==> src/rtl/dma_irq_pkg.sv <==
package dma_irq_pkg;

  localparam int CTRL_W = 4;

  // Bit positions matter: software writes the word as a plain vector.
  typedef struct packed {
    logic irq_en;   // [3] count events raise a request
    logic on_dec;   // [2] trigger on decrement instead of threshold match
    logic dst_en;   // [1] destination wrap enable
    logic src_en;   // [0] source wrap enable
  } ctrl_t;

endpackage

==> src/rtl/irq_cfg_regs.sv <==
module irq_cfg_regs
  import dma_irq_pkg::*;
#(
  parameter int CNT_W = 14
) (
  input  logic              clk,
  input  logic              rst,
  input  logic              ctrl_we,
  input  logic [CTRL_W-1:0] ctrl_wdata,
  input  logic              thr_we,
  input  logic [CNT_W-1:0]  thr_wdata,
  output ctrl_t             ctrl_q,
  output logic [CNT_W-1:0]  thr_q
);

  always_ff @(posedge clk) begin
    if (rst) begin
      ctrl_q <= '0;
      thr_q  <= '0;
    end else begin
      if (ctrl_we) ctrl_q <= ctrl_t'(ctrl_wdata);
      if (thr_we)  thr_q  <= thr_wdata;
    end
  end

  AST_RESET_CLEARS_CTRL: assert property (@(posedge clk) disable iff (rst)
    $past(rst) |-> (ctrl_q == '0 && thr_q == '0));

endmodule

==> src/rtl/irq_cnt_watch.sv <==
module irq_cnt_watch #(
  parameter int CNT_W = 14
) (
  input  logic             clk,
  input  logic             rst,
  input  logic [CNT_W-1:0] tcount,
  input  logic [CNT_W-1:0] thr,
  input  logic             on_dec,
  output logic             cnt_hit
);

  localparam logic [CNT_W-1:0] ONE = CNT_W'(1);

  logic [CNT_W-1:0] prev_q;
  logic             prev_vld;
  logic             changed;
  logic             dec_step;
  logic             at_thr;

  always_ff @(posedge clk) begin
    if (rst) begin
      prev_q   <= '0;
      prev_vld <= 1'b0;
    end else begin
      prev_q   <= tcount;
      prev_vld <= 1'b1;
    end
  end

  always_comb begin
    changed  = prev_vld && (tcount != prev_q);
    dec_step = prev_vld && (tcount == prev_q - ONE);
    at_thr   = changed && (tcount == thr);
    cnt_hit  = on_dec ? dec_step : at_thr;
  end

  AST_HOLD_NO_MATCH: assert property (@(posedge clk) disable iff (rst)
    (!on_dec && $stable(tcount) && !$past(rst)) |-> !cnt_hit);

endmodule

==> src/rtl/irq_out_stage.sv <==
module irq_out_stage #(
  parameter int N_WRAP = 2
) (
  input  logic              clk,
  input  logic              rst,
  input  logic              cnt_hit,
  input  logic              irq_en,
  input  logic [N_WRAP-1:0] wrap_pulse,
  input  logic [N_WRAP-1:0] wrap_en,
  input  logic              flag_clr,
  output logic              flag_q,
  output logic              irq_q
);

  logic [N_WRAP-1:0] wrap_hit;

  for (genvar g = 0; g < N_WRAP; g++) begin : g_wrap
    assign wrap_hit[g] = wrap_pulse[g] & wrap_en[g];
  end

  always_ff @(posedge clk) begin
    if (rst) begin
      flag_q <= 1'b0;
      irq_q  <= 1'b0;
    end else begin
      irq_q <= (cnt_hit & irq_en) | (|wrap_hit);
      if (cnt_hit)       flag_q <= 1'b1;
      else if (flag_clr) flag_q <= 1'b0;
    end
  end

  AST_SRC_WRAP_FIRES: assert property (@(posedge clk) disable iff (rst)
    ($past(wrap_pulse[0]) && $past(wrap_en[0]) && !$past(rst)) |-> irq_q);
  AST_DST_WRAP_FIRES: assert property (@(posedge clk) disable iff (rst)
    ($past(wrap_pulse[N_WRAP-1]) && $past(wrap_en[N_WRAP-1]) && !$past(rst)) |-> irq_q);
  AST_SILENT_MODE: assert property (@(posedge clk) disable iff (rst)
    (!$past(irq_en) && !$past(|wrap_hit)) |-> !irq_q);
  AST_FLAG_STICKY: assert property (@(posedge clk) disable iff (rst)
    ($past(flag_q) && !$past(flag_clr)) |-> flag_q);
  AST_SET_BEATS_CLEAR: assert property (@(posedge clk) disable iff (rst)
    ($past(cnt_hit) && !$past(rst)) |-> flag_q);

endmodule

==> src/rtl/dma_chan_irq.sv <==
module dma_chan_irq
  import dma_irq_pkg::*;
#(
  parameter int CNT_W = 14
) (
  input  logic              clk,
  input  logic              rst,
  input  logic              ctrl_we,
  input  logic [CTRL_W-1:0] ctrl_wdata,
  input  logic              thr_we,
  input  logic [CNT_W-1:0]  thr_wdata,
  input  logic              flag_clr,
  input  logic [CNT_W-1:0]  tcount,
  input  logic              src_wrap,
  input  logic              dst_wrap,
  output logic [CTRL_W-1:0] ctrl_rd,
  output logic [CNT_W-1:0]  thr_rd,
  output logic              chan_flag,
  output logic              chan_irq
);

  ctrl_t            ctrl;
  logic [CNT_W-1:0] thr;
  logic             cnt_hit;

  irq_cfg_regs #(.CNT_W(CNT_W)) u_cfg (
    .clk        (clk),
    .rst        (rst),
    .ctrl_we    (ctrl_we),
    .ctrl_wdata (ctrl_wdata),
    .thr_we     (thr_we),
    .thr_wdata  (thr_wdata),
    .ctrl_q     (ctrl),
    .thr_q      (thr)
  );

  irq_cnt_watch #(.CNT_W(CNT_W)) u_watch (
    .clk     (clk),
    .rst     (rst),
    .tcount  (tcount),
    .thr     (thr),
    .on_dec  (ctrl.on_dec),
    .cnt_hit (cnt_hit)
  );

  irq_out_stage #(.N_WRAP(2)) u_out (
    .clk        (clk),
    .rst        (rst),
    .cnt_hit    (cnt_hit),
    .irq_en     (ctrl.irq_en),
    .wrap_pulse ({dst_wrap, src_wrap}),
    .wrap_en    ({ctrl.dst_en, ctrl.src_en}),
    .flag_clr   (flag_clr),
    .flag_q     (chan_flag),
    .irq_q      (chan_irq)
  );

  assign ctrl_rd = ctrl;
  assign thr_rd  = thr;

endmodule

==> config.mk <==
export PLATFORM = sky130hd
export DESIGN_NAME = dma_chan_irq
export DESIGN_NICKNAME = d
export VERILOG_FILES = /design/src/rtl/dma_irq_pkg.sv /design/src/rtl/irq_cfg_regs.sv /design/src/rtl/irq_cnt_watch.sv /design/src/rtl/irq_out_stage.sv /design/src/rtl/dma_chan_irq.sv
export SDC_FILE = /design/constraint.sdc
export NUM_CORES = 1
export LEC_CHECK = 0
export BUFFER_PORTS_ARGS = -buffer_cell sky130_fd_sc_hd__buf_2
export CORE_UTILIZATION = 28
export DETAILED_ROUTE_END_ITERATION = 10
export PLACE_DENSITY = 0.45
export SKIP_CTS_REPAIR_TIMING = 1
export SLEW_MARGIN = 20
export SYNTH_ARGS = -nofsm -noshare
export SYNTH_HDL_FRONTEND = slang
export SYNTH_SLANG_ARGS = --single-unit
export TNS_END_PERCENT = 10
==> constraint.sdc <==
create_clock -name clk -period 2.4 [get_ports clk]
set_clock_uncertainty 0.1 [all_clocks]
set_input_delay 0.12 -clock clk [delete_from_list [all_inputs] [get_ports clk]]
set_output_delay 0.12 -clock clk [all_outputs]
set_load 0.05 [all_outputs]
==> results.sh <==
export IMPL_crit_end="u_out.irq_q$_SDFF_PP0_"
export IMPL_fp_coreArea_um2=6060
export IMPL_antennaDiodeCount=0
export IMPL_ys_types=37
export IMPL_min_period_ns=2.18
export IMPL_status="complete, but fails checks"
export IMPL_power_leakage_uw=0.00106
export IMPL_grt_util_all_layers=0.139
export IMPL_clock_fmax_mhz=458
export IMPL_cp_depth=8
export IMPL_critPathKind="flop to flop"
export IMPL_path_cells="inv_1 > ha_1 > or4b_1 > o22ai_1 > a21boi_0 > o32ai_2 > nor4_2 > a21o_1"
export IMPL_post_place_ws_ns=0.198
export IMPL_hpwl_um=3560
export IMPL_peakVddDrop_uv=271
export IMPL_holdWs_ns=-0.0254
export IMPL_cap_violations=0
export IMPL_syn_inst=196
export IMPL_die_h_um=82.2
export IMPL_antenna_found_initial=0
export IMPL_dr_first_iter_drc_count=55
export IMPL_clk_pin_slew_ns=0.06
export IMPL_max_stage_delay_ns=0.48
export IMPL_finalCritPeriodShare=0.910
export IMPL_worstReg2RegStart="u_watch.prev_q[0]$_SDFF_PP0_"
export IMPL_synth_area_um2=1800
export IMPL_cpLargestDelayFamily="compound AO/OA/AOI/OAI gates"
export IMPL_worst_path_max_fanout=4
export IMPL_p_per_area_nw_per_um2=582
export IMPL_htreeDepth=2
export IMPL_synth_common_cells="35 x dfxtp_1, 25 x nor2_1, 19 x xor2_1"
export IMPL_holdPathStages=3
export IMPL_min_path_type="input port to flop"
export IMPL_initial_core_util=0.297
export IMPL_grt_pass1_vias=1437
export IMPL_hold_start="thr_wdata[9]"
export IMPL_cp_startpoint="u_watch.prev_q[0]$_SDFF_PP0_"
export IMPL_avgViaCountPerCell=4.57
export IMPL_tightestPinTransition_ns=0.647
export IMPL_synth_edff_count=0
export IMPL_dieArea_um2=6750
export IMPL_drive_gt1_frac=0.263
export IMPL_vias=1528
export IMPL_syn_nets=236
export IMPL_synth_seq_area_share=0.389
export IMPL_crit_arrival_ns=2.26
export IMPL_synth_most_common_cell="dfxtp_1"
export IMPL_crit_path_end_kind="flop"
export IMPL_grt_overflow=0
export IMPL_synth_top_cell_by_area="dfxtp_1"
export IMPL_violations="hold timing"
export IMPL_fill_cells=633
export IMPL_setup_tns_ns=0
export IMPL_netlist_area_leader_share=0.389
export IMPL_insertion_delay_ns=0.28
export IMPL_fp_dieW_um=82.2
export IMPL_avgSynthCellArea_um2=9.18
export IMPL_rsz0062_at_grt="no"
export IMPL_place_congestion=0.791
export IMPL_crit_required_ns=2.48
export IMPL_finalSetupViolCount=0
export IMPL_setup_slack_ns=0.216
export IMPL_grt_pass1_wl_um=6910
export IMPL_ys_top_cells_by_area="dfxtp_1 39%, mux2i_1 10%, xor2_1 9.2%"
export IMPL_grt_max_degree=36
export IMPL_area_delta_synth_final_pct=29.6
export IMPL_synth_flop_cell="dfxtp_1"
export IMPL_async_flop_share=0
export IMPL_r2r_cells=8
export IMPL_cp_num_buf_inv=1
export IMPL_io_pins=59
export IMPL_hold_violations=9
export IMPL_final_nets=300
export IMPL_r2r_end="u_out.irq_q$_SDFF_PP0_"
export IMPL_rrSetupSlack_ns=0.22
export IMPL_floorplan_rows=28
export IMPL_drt_wl_total_um=4530
export IMPL_drc=0
export IMPL_wire_per_inst_um=13.5
export IMPL_ys_warn_count=0
export IMPL_first_pass_iters=4
export IMPL_cts_inserted_buffers=5
export IMPL_drv_slew=0
export IMPL_clk_path_buf_depth=2
export IMPL_crit_path_start_kind="flop"
export IMPL_cts_num_sinks=35
export IMPL_critPathSlowestCell="or4b_1"
export IMPL_maxSlewHeadroom=0.569
export IMPL_port_buffers=58
export IMPL_drtAntennaViolNets=0
export IMPL_ys_ff_latch=35
export IMPL_cts_root_buf="clkbuf_8"
export IMPL_cts_tree="yes"
[sequential cells by signal (all words and copies together) (netlist names)]
register	count
u_cfg.thr_q	14
u_watch.prev_q	14
u_cfg.ctrl_q	4
u_out.flag_q	1
u_out.irq_q	1
u_watch.prev_vld	1
[cells by family after synthesis]
logic type / synth area share
buf+inv: 0.0369
flops: 0.389
simple gates: 0.243
xor+xnor: 0.170
mux: 0.100
fa+ha+maj: 0.00695
compound gates: 0.0529
[cell usage in the layout (no fill, tap or decap), drive strengths merged, types with 2 or more instances in the layout]
cell         Yosys  routed
clkbuf           7       6
inv              4       4
nor3             6       6
a21o             3       3
xor2            19      19
nand2b           2       2
o21ai            2       2
nand3            2       2
o22ai            2       2
nor4             7       7
dfxtp           35      35
or4              2       2
mux2i           18      18
buf              4      58
nor2b           14      14
xnor2           16      16
nand4            6       6
nor2            25      25
nand2            5       5
dlygate4sd3      0      10
or3              2       2
[routing by layer]
metal | GRT usage | up-vias | routed length, µm
li1 | - | 793 | -
met1 | 0.181 | 694 | 2190
met2 | 0.229 | 37 | 2120
met3 | 0.0264 | 4 | 166
met4 | 0.0474 | 0 | 47
met5 | 0 | - | 0
[per-stage QoR]
step                cells  utilization  power [µW]  hold WS [ns]  cell area, µm²
floorplan             196            -         874         0.148            1800
detailed placement    318        0.352         968         0.263            2130
global route          334        0.385        1430       0.00763            2330
finish                334        0.385        1360       -0.0254            2330
CTS                   324        0.364        1360       -0.0316            2200
global placement      318        0.352         969         0.257            2130
[final cells by class]
cell class | instances | area [µm²] | area share
multi-input cells | 146 | 1060 | 0.454
flip-flops and latches | 35 | 701 | 0.301
repair buffers | 68 | 390 | 0.167
well taps | 75 | 93.8 | 0.0403
clock buffers | 6 | 72.6 | 0.0311
inverters | 4 | 15.0 | 0.00644
[worst min-delay path by stage]
stage	slack, ns	endpoint
2_1_floorplan	0.15	u_watch.prev_q[0]$_SDFF_PP0_
3_3_place_gp	0.26	u_cfg.thr_q[3]$_SDFFE_PP0P_
3_5_place_dp	0.26	u_cfg.thr_q[2]$_SDFFE_PP0P_
4_1_cts	-0.03	u_cfg.thr_q[2]$_SDFFE_PP0P_
5_1_grt	0.008	u_cfg.thr_q[6]$_SDFFE_PP0P_
6_report	-0.03	u_cfg.thr_q[9]$_SDFFE_PP0P_
[power by group]
| group | switching (µW) | total [µW] | internal (µW) |
|---|---|---|---|
| combinational | 189 | 323 | 134 |
| clock | 194 | 387 | 193 |
| sequential | 33.6 | 647 | 613 |
[worst register-to-register path, cell delays in order (launching register included)]
cell,delay [ns]
dfxtp_1,0.34
inv_1,0.07
ha_1,0.21
or4b_1,0.48
o22ai_1,0.17
a21boi_0,0.13
o32ai_2,0.31
nor4_2,0.10
a21o_1,0.18
Note: power is estimated with default switching activity, not from simulation.
